==> src/rtl/ldr_pkg.sv <==
package ldr_pkg;
  localparam logic [7:0] OP_WORD = 8'h00;
  localparam logic [7:0] OP_PTR  = 8'h01;
  localparam logic [7:0] OP_RUN  = 8'h02;
  localparam logic [7:0] OP_BYTE = 8'h03;

  typedef enum logic {
    EX_IDLE = 1'b0,
    EX_WAIT = 1'b1
  } ex_state_t;
endpackage

==> src/rtl/ldr_frame_asm.sv <==
module ldr_frame_asm #(
  parameter int ARG_BYTES = 4
) (
  input  logic                   clk,
  input  logic                   rst_n,
  input  logic                   rx_valid,
  input  logic [7:0]             rx_data,
  output logic                   rx_ready,
  output logic                   frame_valid,
  output logic [7:0]             frame_cmd,
  output logic [8*ARG_BYTES-1:0] frame_arg,
  input  logic                   frame_ready
);
  localparam int ARG_W = 8 * ARG_BYTES;
  localparam int CNT_W = $clog2(ARG_BYTES + 1);
  localparam logic [CNT_W-1:0] LAST = CNT_W'(ARG_BYTES);

  logic [CNT_W-1:0] cnt_q;
  logic [7:0]       cmd_q;
  logic [ARG_W-1:0] arg_q;
  logic             full_q;
  logic             take;

  assign rx_ready    = !full_q;
  assign take        = rx_valid && rx_ready;
  assign frame_valid = full_q;
  assign frame_cmd   = cmd_q;
  assign frame_arg   = arg_q;

  always_ff @(posedge clk) begin
    if (!rst_n) begin
      cnt_q  <= '0;
      cmd_q  <= '0;
      arg_q  <= '0;
      full_q <= 1'b0;
    end else begin
      if (full_q && frame_ready) full_q <= 1'b0;
      if (take) begin
        if (cnt_q == '0) cmd_q <= rx_data;
        else             arg_q <= {arg_q[ARG_W-9:0], rx_data};
        if (cnt_q == LAST) begin
          cnt_q  <= '0;
          full_q <= 1'b1;
        end else begin
          cnt_q <= cnt_q + 1'b1;
        end
      end
    end
  end

  // a waiting frame stays put and blocks input
  p_frame_hold_r9: assert property (@(posedge clk) disable iff (!rst_n)
    frame_valid && !frame_ready |=> frame_valid && $stable(frame_cmd) && $stable(frame_arg));
  p_no_take_full_r9: assert property (@(posedge clk) disable iff (!rst_n)
    frame_valid |-> !rx_ready);
endmodule

==> src/rtl/ldr_exec.sv <==
module ldr_exec
  import ldr_pkg::*;
#(
  parameter int ADDR_W = 32,
  parameter int LANES  = 4
) (
  input  logic                 clk,
  input  logic                 rst_n,
  input  logic                 frame_valid,
  input  logic [7:0]           frame_cmd,
  input  logic [8*LANES-1:0]   frame_arg,
  output logic                 frame_ready,
  output logic                 mem_valid,
  input  logic                 mem_ready,
  output logic [ADDR_W-1:0]    mem_addr,
  output logic [8*LANES-1:0]   mem_data,
  output logic [LANES-1:0]     mem_strb,
  output logic                 run_pulse
);
  localparam int DATA_W = 8 * LANES;
  localparam int LANE_W = $clog2(LANES);

  ex_state_t          st_q;
  logic [ADDR_W-1:0]  ptr_q;
  logic [LANES-1:0]   lane_sel;
  logic               accept;

  for (genvar g = 0; g < LANES; g++) begin : g_lane
    assign lane_sel[g] = (ptr_q[LANE_W-1:0] == LANE_W'(g));
  end

  assign frame_ready = (st_q == EX_IDLE);
  assign accept      = frame_valid && frame_ready;

  always_ff @(posedge clk) begin
    if (!rst_n) begin
      st_q      <= EX_IDLE;
      ptr_q     <= '0;
      mem_valid <= 1'b0;
      mem_addr  <= '0;
      mem_data  <= '0;
      mem_strb  <= '0;
      run_pulse <= 1'b0;
    end else begin
      run_pulse <= 1'b0;
      if (st_q == EX_WAIT && mem_ready) begin
        mem_valid <= 1'b0;
        st_q      <= EX_IDLE;
      end
      if (accept) begin
        unique case (frame_cmd)
          OP_WORD: begin
            mem_valid <= 1'b1;
            mem_addr  <= ptr_q;
            mem_data  <= frame_arg;
            mem_strb  <= '1;
            ptr_q     <= ptr_q + ADDR_W'(LANES);
            st_q      <= EX_WAIT;
          end
          OP_BYTE: begin
            mem_valid <= 1'b1;
            mem_addr  <= ptr_q;
            mem_data  <= {LANES{frame_arg[7:0]}};
            mem_strb  <= lane_sel;
            ptr_q     <= ptr_q + 1'b1;
            st_q      <= EX_WAIT;
          end
          OP_PTR:  ptr_q     <= ADDR_W'(frame_arg);
          OP_RUN:  run_pulse <= 1'b1;
          default: ;
        endcase
      end
    end
  end

  // request held under back-pressure
  p_req_hold_r8: assert property (@(posedge clk) disable iff (!rst_n)
    mem_valid && !mem_ready |=> mem_valid && $stable(mem_addr) && $stable(mem_data) && $stable(mem_strb));
  // lane enables are either a single lane or all lanes
  p_strb_shape_r5: assert property (@(posedge clk) disable iff (!rst_n)
    mem_valid |-> ($countones(mem_strb) == 1 || mem_strb == {LANES{1'b1}}));
  // start request lasts one cycle
  p_run_single_r6: assert property (@(posedge clk) disable iff (!rst_n)
    run_pulse |=> !run_pulse);
  // word acceptance advances the pointer by the lane count
  p_ptr_word_r3: assert property (@(posedge clk) disable iff (!rst_n)
    accept && frame_cmd == OP_WORD |=> ptr_q == $past(ptr_q) + ADDR_W'(LANES));
  // no write starts from a run or unknown command
  p_no_write_r7: assert property (@(posedge clk) disable iff (!rst_n)
    accept && frame_cmd != OP_WORD && frame_cmd != OP_BYTE |=> !mem_valid);
endmodule

==> src/rtl/cmd_loader.sv <==
module cmd_loader #(
  parameter int          ADDR_W     = 32,
  parameter int          LANES      = 4,
  parameter logic [31:0] ENTRY_ADDR = 32'h0040_0000,
  parameter logic [31:0] STACK_INIT = 32'h7FFF_EFFC
) (
  input  logic              clk,
  input  logic              rst_n,
  input  logic              rx_valid,
  input  logic [7:0]        rx_data,
  output logic              rx_ready,
  output logic              mem_valid,
  input  logic              mem_ready,
  output logic [31:0]       mem_addr,
  output logic [31:0]       mem_data,
  output logic [3:0]        mem_strb,
  output logic              run_pulse,
  output logic [31:0]       run_entry,
  output logic [31:0]       run_stack,
  output logic              led_on
);
  localparam int DATA_W = 8 * LANES;

  logic              fr_valid;
  logic              fr_ready;
  logic [7:0]        fr_cmd;
  logic [DATA_W-1:0] fr_arg;
  logic              led_q;

  ldr_frame_asm #(.ARG_BYTES(LANES)) u_asm (
    .clk(clk), .rst_n(rst_n),
    .rx_valid(rx_valid), .rx_data(rx_data), .rx_ready(rx_ready),
    .frame_valid(fr_valid), .frame_cmd(fr_cmd), .frame_arg(fr_arg),
    .frame_ready(fr_ready)
  );

  ldr_exec #(.ADDR_W(ADDR_W), .LANES(LANES)) u_exec (
    .clk(clk), .rst_n(rst_n),
    .frame_valid(fr_valid), .frame_cmd(fr_cmd), .frame_arg(fr_arg),
    .frame_ready(fr_ready),
    .mem_valid(mem_valid), .mem_ready(mem_ready),
    .mem_addr(mem_addr), .mem_data(mem_data), .mem_strb(mem_strb),
    .run_pulse(run_pulse)
  );

  always_ff @(posedge clk) begin
    if (!rst_n) led_q <= 1'b0;
    else        led_q <= 1'b1;
  end

  assign led_on    = led_q;
  assign run_entry = ENTRY_ADDR;
  assign run_stack = STACK_INIT;

  // lamp on once out of reset
  p_led_on_r10: assert property (@(posedge clk) disable iff (!rst_n)
    1'b1 |=> led_on);
endmodule

==> config.mk <==
export PLATFORM = sky130hd
export DESIGN_NAME = cmd_loader
export DESIGN_NICKNAME = d
export VERILOG_FILES = /design/src/rtl/ldr_pkg.sv /design/src/rtl/ldr_frame_asm.sv /design/src/rtl/ldr_exec.sv /design/src/rtl/cmd_loader.sv
export SDC_FILE = /design/constraint.sdc
export NUM_CORES = 1
export LEC_CHECK = 0
export ABC_AREA = 0
export BUFFER_PORTS_ARGS = -buffer_cell sky130_fd_sc_hd__buf_2
export CORE_MARGIN = 2
export CORE_UTILIZATION = 57
export CTS_BUF_LIST = sky130_fd_sc_hd__clkbuf_4 sky130_fd_sc_hd__clkbuf_8
export DETAILED_ROUTE_END_ITERATION = 6
export GPL_ROUTABILITY_DRIVEN = 1
export GPL_TIMING_DRIVEN = 0
export PLACE_DENSITY = 0.82
export SETUP_SLACK_MARGIN = 0.05
export SLEW_MARGIN = 20
export SYNTH_ARGS = -nofsm -noshare
export SYNTH_HDL_FRONTEND = slang
export SYNTH_HIERARCHICAL = 1
export SYNTH_SLANG_ARGS = --single-unit
==> constraint.sdc <==
create_clock -name clk -period 3 [get_ports clk]
set_input_delay 0 -clock clk [delete_from_list [all_inputs] [get_ports clk]]
set_output_delay 0 -clock clk [all_outputs]
set_load 0.02 [all_outputs]
==> impl_metrics.prom <==
# TYPE chip_impl_metric gauge
chip_impl_info{name="worstSetupPathType",value="flip-flop to flip-flop"} 1
chip_impl_metric{name="initialDrtViolationCount",unit=""} 914
chip_impl_metric{name="worst_margin_pin_slew",unit="ns"} 1.10
chip_impl_metric{name="register_area",unit="mm2"} 0.00296
chip_impl_metric{name="top_level_ports",unit=""} 148
chip_impl_info{name="critical_path.startpoint_type",value="flip-flop"} 1
chip_impl_metric{name="num-nets-final",unit=""} 1114
chip_impl_metric{name="timing_max_transition_violations_final",unit=""} 0
chip_impl_info{name="clk_root_buffer_cell",value="sky130_fd_sc_hd__clkbuf_8"} 1
chip_impl_metric{name="timing.slew.headroom",unit="%"} 26.0
chip_impl_metric{name="clock_latency",unit="ns"} 0.47
chip_impl_metric{name="tritoncts.num_buffers",unit=""} 17
chip_impl_metric{name="antenna_cells_inserted",unit=""} 0
chip_impl_metric{name="synth_seq_area_share",unit="%"} 40.3
chip_impl_metric{name="max_frequency",unit="GHz"} 0.360
chip_impl_metric{name="port_buffers",unit=""} 83
chip_impl_info{name="tightest_hold_check_type",value="primary input to flip-flop"} 1
chip_impl_metric{name="clock_tree.htree_level_count",unit=""} 4
chip_impl_metric{name="cts-root-to-sink-buffers",unit=""} 2
chip_impl_metric{name="post_route_cells_drive_above_1_share",unit="%"} 19.0
chip_impl_metric{name="post_synth_instance_area",unit="mm2"} 0.00735
chip_impl_info{name="worstHoldStart",value="rst_n"} 1
chip_impl_metric{name="die_footprint",unit="mm2"} 0.0138
chip_impl_metric{name="reg2regPathDepth",unit=""} 7
chip_impl_metric{name="yosys.cell_types.count",unit=""} 68
chip_impl_metric{name="floorplan.die.height",unit="um"} 118
chip_impl_metric{name="postLayoutCellArea",unit="mm2"} 0.00874
chip_impl_metric{name="worstPathMaxFanout",unit=""} 8
chip_impl_metric{name="finalCriticalPeriod",unit="ns"} 2.78
chip_impl_metric{name="total_power",unit="mW"} 3.97
chip_impl_metric{name="synth_enable_flop_cells",unit=""} 0
chip_impl_metric{name="first_pass_grt_wire_length",unit="mm"} 37.8
chip_impl_metric{name="syn_area_per_cell",unit="um2"} 7.99
chip_impl_metric{name="drc",unit=""} 3
chip_impl_metric{name="die_w",unit="um"} 118
chip_impl_info{name="rsz0062_at_grt",value="false"} 1
chip_impl_metric{name="clock_skew",unit="ns"} 0.0127
chip_impl_info{name="tritoncts",value="done"} 1
chip_impl_metric{name="hold_path_depth",unit=""} 2
chip_impl_info{name="cp-end-kind",value="flip-flop"} 1
chip_impl_metric{name="fin_worst_hold_slack",unit="ns"} 0.313
chip_impl_metric{name="postSynth.asyncResetShare",unit="%"} 0
chip_impl_metric{name="groute.usage.overall",unit="%"} 35.4
chip_impl_metric{name="vdd_drop_max",unit="uV"} 559
chip_impl_metric{name="layout.filler_cells",unit=""} 1092
chip_impl_metric{name="power.leakage",unit="nW"} 3.47
chip_impl_metric{name="power_density",unit="mW/mm2"} 455
chip_impl_metric{name="crit_required",unit="ns"} 3.36
chip_impl_metric{name="synth_xor_xnor_area_share",unit="%"} 0.358
chip_impl_metric{name="detail_route.wirelength",unit="mm"} 25.0
chip_impl_metric{name="place_hpwl",unit="mm"} 18.2
chip_impl_metric{name="synthAdderAreaFrac",unit="%"} 1.19
chip_impl_info{name="worstReg2RegStart",value="u_exec/ptr_q[2]"} 1
chip_impl_metric{name="post-route-util",unit="%"} 69.2
chip_impl_metric{name="synth-simple-area-share",unit="%"} 21.1
chip_impl_metric{name="globalRouteOverflowTotal",unit=""} 0
chip_impl_metric{name="routed_via_density",unit=""} 5.85
chip_impl_metric{name="drtAntennaViolNets",unit=""} 0
chip_impl_info{name="ys_dominant_reg_cell",value="sky130_fd_sc_hd__dfxtp_1"} 1
chip_impl_metric{name="grt_pass1_vias",unit=""} 6820
chip_impl_metric{name="start_util",unit="%"} 58.2
chip_impl_metric{name="core_region_area",unit="mm2"} 0.0126
chip_impl_metric{name="postPlaceCellArea",unit="mm2"} 0.00822
chip_impl_info{name="regToRegEndpoint",value="u_exec/ptr_q[26]"} 1
chip_impl_metric{name="number_of_antenna_violations_at_the_first_check_in_global_routing",unit=""} 2
chip_impl_metric{name="avgRoutedWirePerCell",unit="um"} 19.5
chip_impl_metric{name="grt_start_max_net_pins",unit=""} 17
chip_impl_metric{name="synth-seq-cells",unit=""} 148
chip_impl_metric{name="route.vias.total",unit=""} 7487
chip_impl_metric{name="timing.final.crit_share",unit="%"} 92.7
chip_impl_metric{name="timing.max_cap.violations",unit=""} 0
chip_impl_metric{name="multi_input_area",unit="mm2"} 0.00381
chip_impl_metric{name="cts.reportedPaths.clkPinSlew",unit="ns"} 0.09
chip_impl_metric{name="final_hold_viol_count",unit=""} 0
chip_impl_info{name="violated_checks",value="design-rule violations"} 1
chip_impl_metric{name="worst-r2r-setup-slack",unit="ns"} 0.22
chip_impl_metric{name="synthToLayoutAreaGrowth",unit="%"} 18.9
chip_impl_info{name="whs_endpoint",value="led_on"} 1
chip_impl_metric{name="timing.setup.tns",unit="ns"} 0
chip_impl_metric{name="placement_rows",unit=""} 41
chip_impl_metric{name="critPathArrivalTime",unit="ns"} 3.14
chip_impl_metric{name="synth.yosys.warnings",unit=""} 6
chip_impl_metric{name="clock_sink_count",unit=""} 148
chip_impl_metric{name="synth.mux.area_fraction",unit="%"} 4.49
chip_impl_info{name="outcome",value="finished with violations"} 1
chip_impl_metric{name="drt-pass1-iter-count",unit=""} 7
chip_impl_metric{name="postSynthCellCount",unit=""} 920
chip_impl_metric{name="synth_compound_gate_area_share",unit="%"} 21.3
chip_impl_info{name="dominant_combinational_cell_family_by_area_after_synthesis",value="compound AO/OA/AOI/OAI gates"} 1
chip_impl_metric{name="globalplace.congestion",unit=""} 1.06
chip_impl_metric{name="final-setup-viol-count",unit=""} 0
kinds of logic after synthesis:
logic type,Yosys count
muxes,33
xor gates and xnor gates,3
buffers and inverters,140
adders and majority gates,7
and+or+nand+nor,328
other,2
DFF,148
AOI/OAI and AO/OA,259
sequential cells by signal, summed over array words and instances, names as in the netlist, 3 cells and up:
| register | flops |
|---|---|
| u_exec/mem_addr | 32 |
| u_asm/frame_arg | 32 |
| u_asm/frame_cmd | 8 |
| u_exec/mem_strb | 4 |
| u_asm/cnt_q | 3 |
| u_exec/mem_data | 32 |
| u_exec/ptr_q | 32 |
Yosys cell counts (3+ instances only):
cell type	instances	area share [%]
sky130_fd_sc_hd__clkbuf_1	44	2.2
sky130_fd_sc_hd__and3_1	10	0.85
sky130_fd_sc_hd__ha_1	7	1.2
sky130_fd_sc_hd__o211ai_1	3	0.31
sky130_fd_sc_hd__a22oi_1	3	0.31
sky130_fd_sc_hd__nor2b_1	4	0.34
sky130_fd_sc_hd__xnor2_1	3	0.36
sky130_fd_sc_hd__and2_1	12	1.0
sky130_fd_sc_hd__o21ai_0	62	4.2
sky130_fd_sc_hd__or3_1	5	0.43
sky130_fd_sc_hd__inv_1	14	0.72
sky130_fd_sc_hd__o22ai_1	4	0.34
sky130_fd_sc_hd__buf_4	64	6.5
sky130_fd_sc_hd__o21ai_1	3	0.20
sky130_fd_sc_hd__a21oi_1	108	7.4
sky130_fd_sc_hd__nand3_1	35	2.4
sky130_fd_sc_hd__nor2_1	41	2.1
sky130_fd_sc_hd__nor3_1	10	0.68
sky130_fd_sc_hd__mux2i_1	33	4.5
sky130_fd_sc_hd__buf_8	3	0.61
sky130_fd_sc_hd__a211oi_1	3	0.31
sky130_fd_sc_hd__buf_2	11	0.75
sky130_fd_sc_hd__nand2b_1	3	0.26
sky130_fd_sc_hd__a31oi_1	9	0.77
sky130_fd_sc_hd__nand2_1	173	8.8
sky130_fd_sc_hd__nor4_1	7	0.60
sky130_fd_sc_hd__nand4_1	12	1.0
sky130_fd_sc_hd__o21a_1	3	0.31
sky130_fd_sc_hd__o31ai_1	7	0.72
sky130_fd_sc_hd__dfxtp_1	148	40
sky130_fd_sc_hd__a221oi_1	3	0.36
sky130_fd_sc_hd__a221o_1	3	0.41
sky130_fd_sc_hd__a21boi_0	19	1.9
sky130_fd_sc_hd__a41oi_1	3	0.36
per-layer routing:
metal  share of wire (%)  vias up  track usage, %  wire [um]
met5                   0        -               0          0
met4                 4.8        0            17.7       1190
met3                  11      101            9.16       2830
met2                  45      479            55.5      11200
met1                  39     3452            45.4       9800
li1                    -     3455               -          -
cell type report:
| cell class | instances | share of cell area, % |
|---|---|---|
| well taps | 172 | 2.46 |
| multi-input cells | 694 | 43.6 |
| flip-flops and latches | 148 | 33.9 |
| inverters | 14 | 0.601 |
| repair buffers | 94 | 6.01 |
| plain buffers | 126 | 8.81 |
| clock inverters | 13 | 1.73 |
| clock buffers | 19 | 2.85 |
critical path, stage by stage, from the launching register on:
cell and delay, ns:
sky130_fd_sc_hd__dfxtp_1 0.51, sky130_fd_sc_hd__ha_1 0.28, sky130_fd_sc_hd__nand3_1 0.20, sky130_fd_sc_hd__nor4_4 0.46
sky130_fd_sc_hd__nand2b_1 0.18, sky130_fd_sc_hd__nor3_1 0.48, sky130_fd_sc_hd__a2111oi_0 0.22, sky130_fd_sc_hd__a311o_1 0.35
metrics by stage:
step,std cells,setup WS (ns)
after floorplan,982,0.891
after global placement,1237,0.231
after detailed placement,1237,0.288
after CTS,1280,0.255
after global routing,1280,0.0965
final,1280,0.219
placed cells by master (no fill, tap or decap), types with 5 or more instances in the layout:
| cell | n |
|---|---|
| sky130_fd_sc_hd__inv_1 | 14 |
| sky130_fd_sc_hd__nor2_1 | 41 |
| sky130_fd_sc_hd__nor3_1 | 10 |
| sky130_fd_sc_hd__nand4_1 | 12 |
| sky130_fd_sc_hd__a31oi_1 | 9 |
| sky130_fd_sc_hd__ha_1 | 7 |
| sky130_fd_sc_hd__o21ai_0 | 62 |
| sky130_fd_sc_hd__nand3_1 | 35 |
| sky130_fd_sc_hd__conb_1 | 64 |
| sky130_fd_sc_hd__a21boi_0 | 19 |
| sky130_fd_sc_hd__buf_2 | 94 |
| sky130_fd_sc_hd__dfxtp_1 | 148 |
| sky130_fd_sc_hd__or3_1 | 5 |
| sky130_fd_sc_hd__and2_1 | 12 |
| sky130_fd_sc_hd__buf_4 | 64 |
| sky130_fd_sc_hd__o31ai_1 | 7 |
| sky130_fd_sc_hd__dlygate4sd3_1 | 11 |
| sky130_fd_sc_hd__nor4_1 | 6 |
| sky130_fd_sc_hd__clkbuf_1 | 44 |
| sky130_fd_sc_hd__nand2_1 | 173 |
| sky130_fd_sc_hd__a21oi_1 | 108 |
| sky130_fd_sc_hd__mux2i_1 | 33 |
| sky130_fd_sc_hd__clkbuf_8 | 17 |
| sky130_fd_sc_hd__and3_1 | 10 |
power breakdown:
part / total, mW / switching [mW] / internal [mW]
registers: 2.01 / 0.0324 / 1.98
logic: 0.393 / 0.250 / 0.142
clock network: 1.57 / 0.799 / 0.769
total: 3.97 / 1.08 / 2.89
worst max-delay path by stage:
| stage | slack [ns] | depth (start not counted) | start | end |
|---|---|---|---|---|
| CTS | 0.26 | 7 | u_exec/ptr_q[2] | u_exec/ptr_q[26] |
| detailed placement | 0.29 | 7 | u_exec/ptr_q[2] | u_exec/ptr_q[26] |
| floorplan | 0.89 | 7 | u_exec/ptr_q[2] | u_exec/ptr_q[28] |
| finish | 0.22 | 7 | u_exec/ptr_q[2] | u_exec/ptr_q[26] |
| global route | 0.1 | 7 | u_exec/ptr_q[2] | u_exec/ptr_q[26] |
| global placement | 0.23 | 7 | u_exec/ptr_q[2] | u_exec/ptr_q[26] |
repair_timing:
item,CTS,global route
gates resized for setup,0,1
setup endpoints to repair,0,1
buffers inserted,0,0
hold buffers,11,0
endpoints found under the hold margin,24,0
No activity file was read; power rests on OpenSTA's default activity.
